File: src/rtl/pwm_irq_ctrl.sv
module pwm_irq_ctrl #(
  parameter int SCALE_W = 8
) (
  input  logic               clk,
  input  logic               rst_n,
  input  logic               pwm_en,
  input  logic               period_end,
  input  logic               mode_evt,
  input  logic               prd_irq_en,
  input  logic               mode_irq_en,
  input  logic [SCALE_W-1:0] prd_scale,
  input  logic               prd_scale_wr,
  input  logic               mode_clr,
  output logic [2:0]         status,
  output logic               irq
);

  logic [SCALE_W-1:0] cnt;
  logic prd_flag, mode_flag, clr_q;
  logic group_done, prd_next, clr_edge, mode_next, irq_next;

  assign group_done = period_end && (cnt == prd_scale);
  assign prd_next   = !pwm_en || (group_done && !prd_scale_wr);
  assign clr_edge   = mode_clr && !clr_q;
  assign mode_next  = mode_evt || (mode_flag && !clr_edge);
  assign irq_next   = (prd_next && prd_irq_en) || (mode_next && mode_irq_en);

  always_ff @(posedge clk or negedge rst_n) begin
    if (!rst_n) begin
      cnt <= '0;
    end else if (prd_scale_wr || !pwm_en) begin
      cnt <= '0;
    end else if (period_end) begin
      cnt <= group_done ? '0 : cnt + 1'b1;
    end
  end

  always_ff @(posedge clk or negedge rst_n) begin
    if (!rst_n) begin
      prd_flag  <= 1'b0;
      mode_flag <= 1'b0;
      clr_q     <= 1'b0;
      irq       <= 1'b0;
    end else begin
      prd_flag  <= prd_next;
      mode_flag <= mode_next;
      clr_q     <= mode_clr;
      irq       <= irq_next;
    end
  end

  assign status = {irq, mode_flag, prd_flag};

  // period flag while running only follows a period pulse
  assert_prd_from_period_R1: assert property (@(posedge clk) disable iff (!rst_n)
    (prd_flag && $past(pwm_en)) |-> $past(period_end));

  assert_prd_held_disabled_R4: assert property (@(posedge clk) disable iff (!rst_n)
    ($past(rst_n) && !$past(pwm_en)) |-> prd_flag);

  assert_mode_set_R5: assert property (@(posedge clk) disable iff (!rst_n)
    $past(mode_evt) |-> mode_flag);

  // a falling mode flag needs a clear edge
  assert_mode_clear_edge_R6: assert property (@(posedge clk) disable iff (!rst_n)
    $fell(mode_flag) |-> ($past(mode_clr) && !$past(clr_q)));

  assert_irq_aggregate_R8: assert property (@(posedge clk) disable iff (!rst_n)
    irq == ((prd_flag && $past(prd_irq_en)) || (mode_flag && $past(mode_irq_en))));

  assert_cnt_bounded_R2: assert property (@(posedge clk) disable iff (!rst_n)
    ($past(pwm_en) && !$past(prd_scale_wr) && $past(period_end) && $past(cnt == prd_scale)) |-> (cnt == '0));

endmodule

File: config.mk
export PLATFORM = sky130hd
export DESIGN_NAME = pwm_irq_ctrl
export DESIGN_NICKNAME = d
export VERILOG_FILES = /design/src/rtl/pwm_irq_ctrl.sv
export SDC_FILE = /design/constraint.sdc
export NUM_CORES = 1
export LEC_CHECK = 0
export BUFFER_PORTS_ARGS = -buffer_cell sky130_fd_sc_hd__buf_2
export CORE_ASPECT_RATIO = 1.2
export CORE_UTILIZATION = 38
export DETAILED_ROUTE_END_ITERATION = 7
export PLACE_DENSITY_LB_ADDON = 0.25
export SLEW_MARGIN = 20
export SYNTH_ARGS = -nofsm -noshare
export SYNTH_HDL_FRONTEND = slang
export SYNTH_SLANG_ARGS = --single-unit
File: constraint.sdc
create_clock -name clk -period 1.3 [get_ports clk]
set_input_delay 0.065 -clock clk [delete_from_list [all_inputs] [get_ports clk]]
set_output_delay 0.065 -clock clk [all_outputs]
set_load 0.005 [all_outputs]
==> flow_metrics.tcl <==
set metrics [dict create \
    synth_nets 80 \
    cp-end-kind "register" \
    synth-warning-count 0 \
    place.port_buffers 20 \
    worst_r2r_path_depth 4 \
    postLayoutCellArea_sq_um 955 \
    synth-seq-cells 12 \
    violations "setup timing" \
    dpl_cell_area_sq_um 852 \
    drive_gt1_share_pct 44.3 \
    area_delta_synth_final_pct 41.0 \
    slew_violations 0 \
    holdPathEnd "mode_flag" \
    row_count 16 \
    power_leakage_nw 0.435 \
    hold_path_class "input pin to register" \
    avgSynthCellArea_sq_um 10.9 \
    post-route-period-util_pct 109 \
    cts_buffers 3 \
    cts_root_buffer "clkbuf_4" \
    power.total_mw 0.805 \
    vias 556 \
    final_cell_mix "20 x buf_2, 12 x dfrtp_1, 12 x buf_4" \
    finalHoldViolCount 0 \
    htreeDepth 1 \
    placedCellCount 107 \
    wire_per_inst_microns 11.5 \
    regToRegSetupSlack_ns -0.12 \
    overflow 0 \
    vias_per_cell 4.83 \
    setup_viol 9 \
    fin_worst_skew_ns 0.00284 \
    grt_pass1_wl_microns 2030 \
    synthCells 62 \
    arrival_ns 1.56 \
    status "complete, but fails checks" \
    crit_fanout 7 \
    fmax_mhz 705 \
    first_pass_iters 4 \
    grt_max_degree 13 \
    min_delay_path_depth 2 \
    synth_top_area_share_pct 44.4 \
    holdWs_ns 0.00491 \
    clockBufferDepth 2 \
    clock_latency_ns 0.27 \
    grt_antenna_before_repair 0 \
    die_w_microns 40.5 \
    postRouteAntennaNets 0 \
    final.setup.tns_ns -0.841 \
    min-delay-start "mode_evt" \
    first_global_vias 483 \
    tightest_slew_ns 0.529 \
    die_h_microns 48.2 \
    fin_ws_ns -0.118 \
    core_sq_mm 0.00164 \
    cts_sinks 12 \
    cts_tree "built" \
    diodes 0 \
    powerDensity_mw_per_mm2 843 \
    fin_nets 116 \
    wirelength_microns 1330 \
    maxCapViolCount 0 \
    cp.required_ns 1.45 \
    crit_path_start_kind "register" \
    remaining_drc_errors 0 \
    relSlewSlack_pct 64.6 \
    rsz0062_at_grt "yes" \
    worst-setup-path-type "register to register" \
    grt.total_usage_pct 16.2 \
    r2r-end "cnt[7]" \
    r2r-start "cnt[5]" \
    finalNonFillerCells 115 \
    final_common_cell "buf_2" \
    yosysUniqueCellTypes 22 \
    netlist_area_sq_um 677 \
    clk_pin_slew_ns 0.08 \
    die-area_sq_mm 0.00195 \
    hpwl_microns 1020 \
    io_pins 21 \
    yosysSeqAreaShare_pct 44.4 \
    min_period_ns 1.42 \
    synth_top_area_cell "dfrtp_1" \
    globalplace.congestion 0.788 \
    drtIter0Drc 16 \
    synth.area.top_cells "dfrtp_1 44%, xnor2_1 17%, nor2_1 5.0%" \
    start_util_pct 41.2 \
    vdd_drop_max_mv 0.648 \
]
cell usage after synthesis:
| cell | n |
|---|---|
| nor3_1 | 1 |
| o21ai_0 | 1 |
| buf_4 | 3 |
| nor2_1 | 9 |
| xnor2_2 | 1 |
| nor3b_1 | 2 |
| dfrtp_1 | 12 |
| o41ai_2 | 1 |
| a21o_1 | 1 |
| o311ai_0 | 1 |
| ha_1 | 1 |
| nand2b_1 | 3 |
| a21oi_1 | 1 |
| a22o_1 | 1 |
| xor2_1 | 1 |
| inv_1 | 1 |
| nand3_1 | 4 |
| nand4_2 | 1 |
| nor4b_1 | 1 |
| xnor2_1 | 13 |
| nand2_1 | 2 |
| o311ai_4 | 1 |
worst max-delay path: stages (launching register included):
cell and delay [ns]:
dfrtp_1 0.42, xnor2_2 0.15, nand4_2 0.18, o311ai_4 0.45
nor2_1 0.09
worst max-delay path by stage:
| stage | startpoint | to | slack, ns | depth (start not counted) |
|---|---|---|---|---|
| floorplan | cnt[4] | irq | -0.02 | 4 |
| global placement | cnt[0] | irq | -0.11 | 4 |
| detailed placement | cnt[7] | cnt[7] | -0.12 | 4 |
| CTS | cnt[4] | cnt[6] | -0.11 | 4 |
| global route | cnt[7] | cnt[5] | -0.23 | 4 |
| finish | cnt[5] | cnt[7] | -0.12 | 4 |
state kept, by name, summed over array words and instances, names as in the netlist:
signal,flops
cnt,8
prd_flag,1
mode_flag,1
clr_q,1
irq,1
metal layers:
layer | part of all wire (%) | track usage, % | up-vias
li1 | - | - | 280
met1 | 45 | 20.8 | 258
met2 | 48 | 24.8 | 16
met3 | 5.7 | 3.20 | 2
met4 | 0.98 | 10.0 | 0
met5 | 0 | 0 | -
what timing repair did:
action	in CTS	in global routing
buffers inserted	1	1
hold buffers	2	0
hold endpoints to repair	13	0
resized for setup	1	4
setup endpoints to repair	10	10
pin swaps	10	5
kinds of logic after synthesis:
| family | after synthesis | synth area share, % |
|---|---|---|
| xor+xnor | 15 | 20.5 |
| buf+inv | 4 | 3.88 |
| compound gates | 7 | 11.5 |
| fa+ha+maj | 1 | 1.85 |
| simple gates | 23 | 17.9 |
| flops | 12 | 44.4 |
where the power goes:
part	internal, mW	switching [mW]
Clock	0.170	0.123
Combinational	0.0659	0.0593
Sequential	0.383	0.00424
stage by stage:
step	worst slack (ns)	util, %
4_1_cts	-0.112	55.8
3_5_place_dp	-0.117	51.9
6_report	-0.118	58.2
3_3_place_gp	-0.105	51.9
2_1_floorplan	-0.0197	-
5_1_grt	-0.229	58.2
final cells by class:
| class | count | area (sq um) |
|---|---|---|
| Fill cell | 145 | 687 |
| Multi-Input combinational cell | 46 | 382 |
| Sequential cell | 12 | 300 |
| Timing Repair Buffer | 34 | 210 |
| Clock buffer | 4 | 36.3 |
| Tap cell | 18 | 22.5 |
| Inverter | 1 | 3.75 |
No activity file was read; power rests on OpenSTA's default activity.
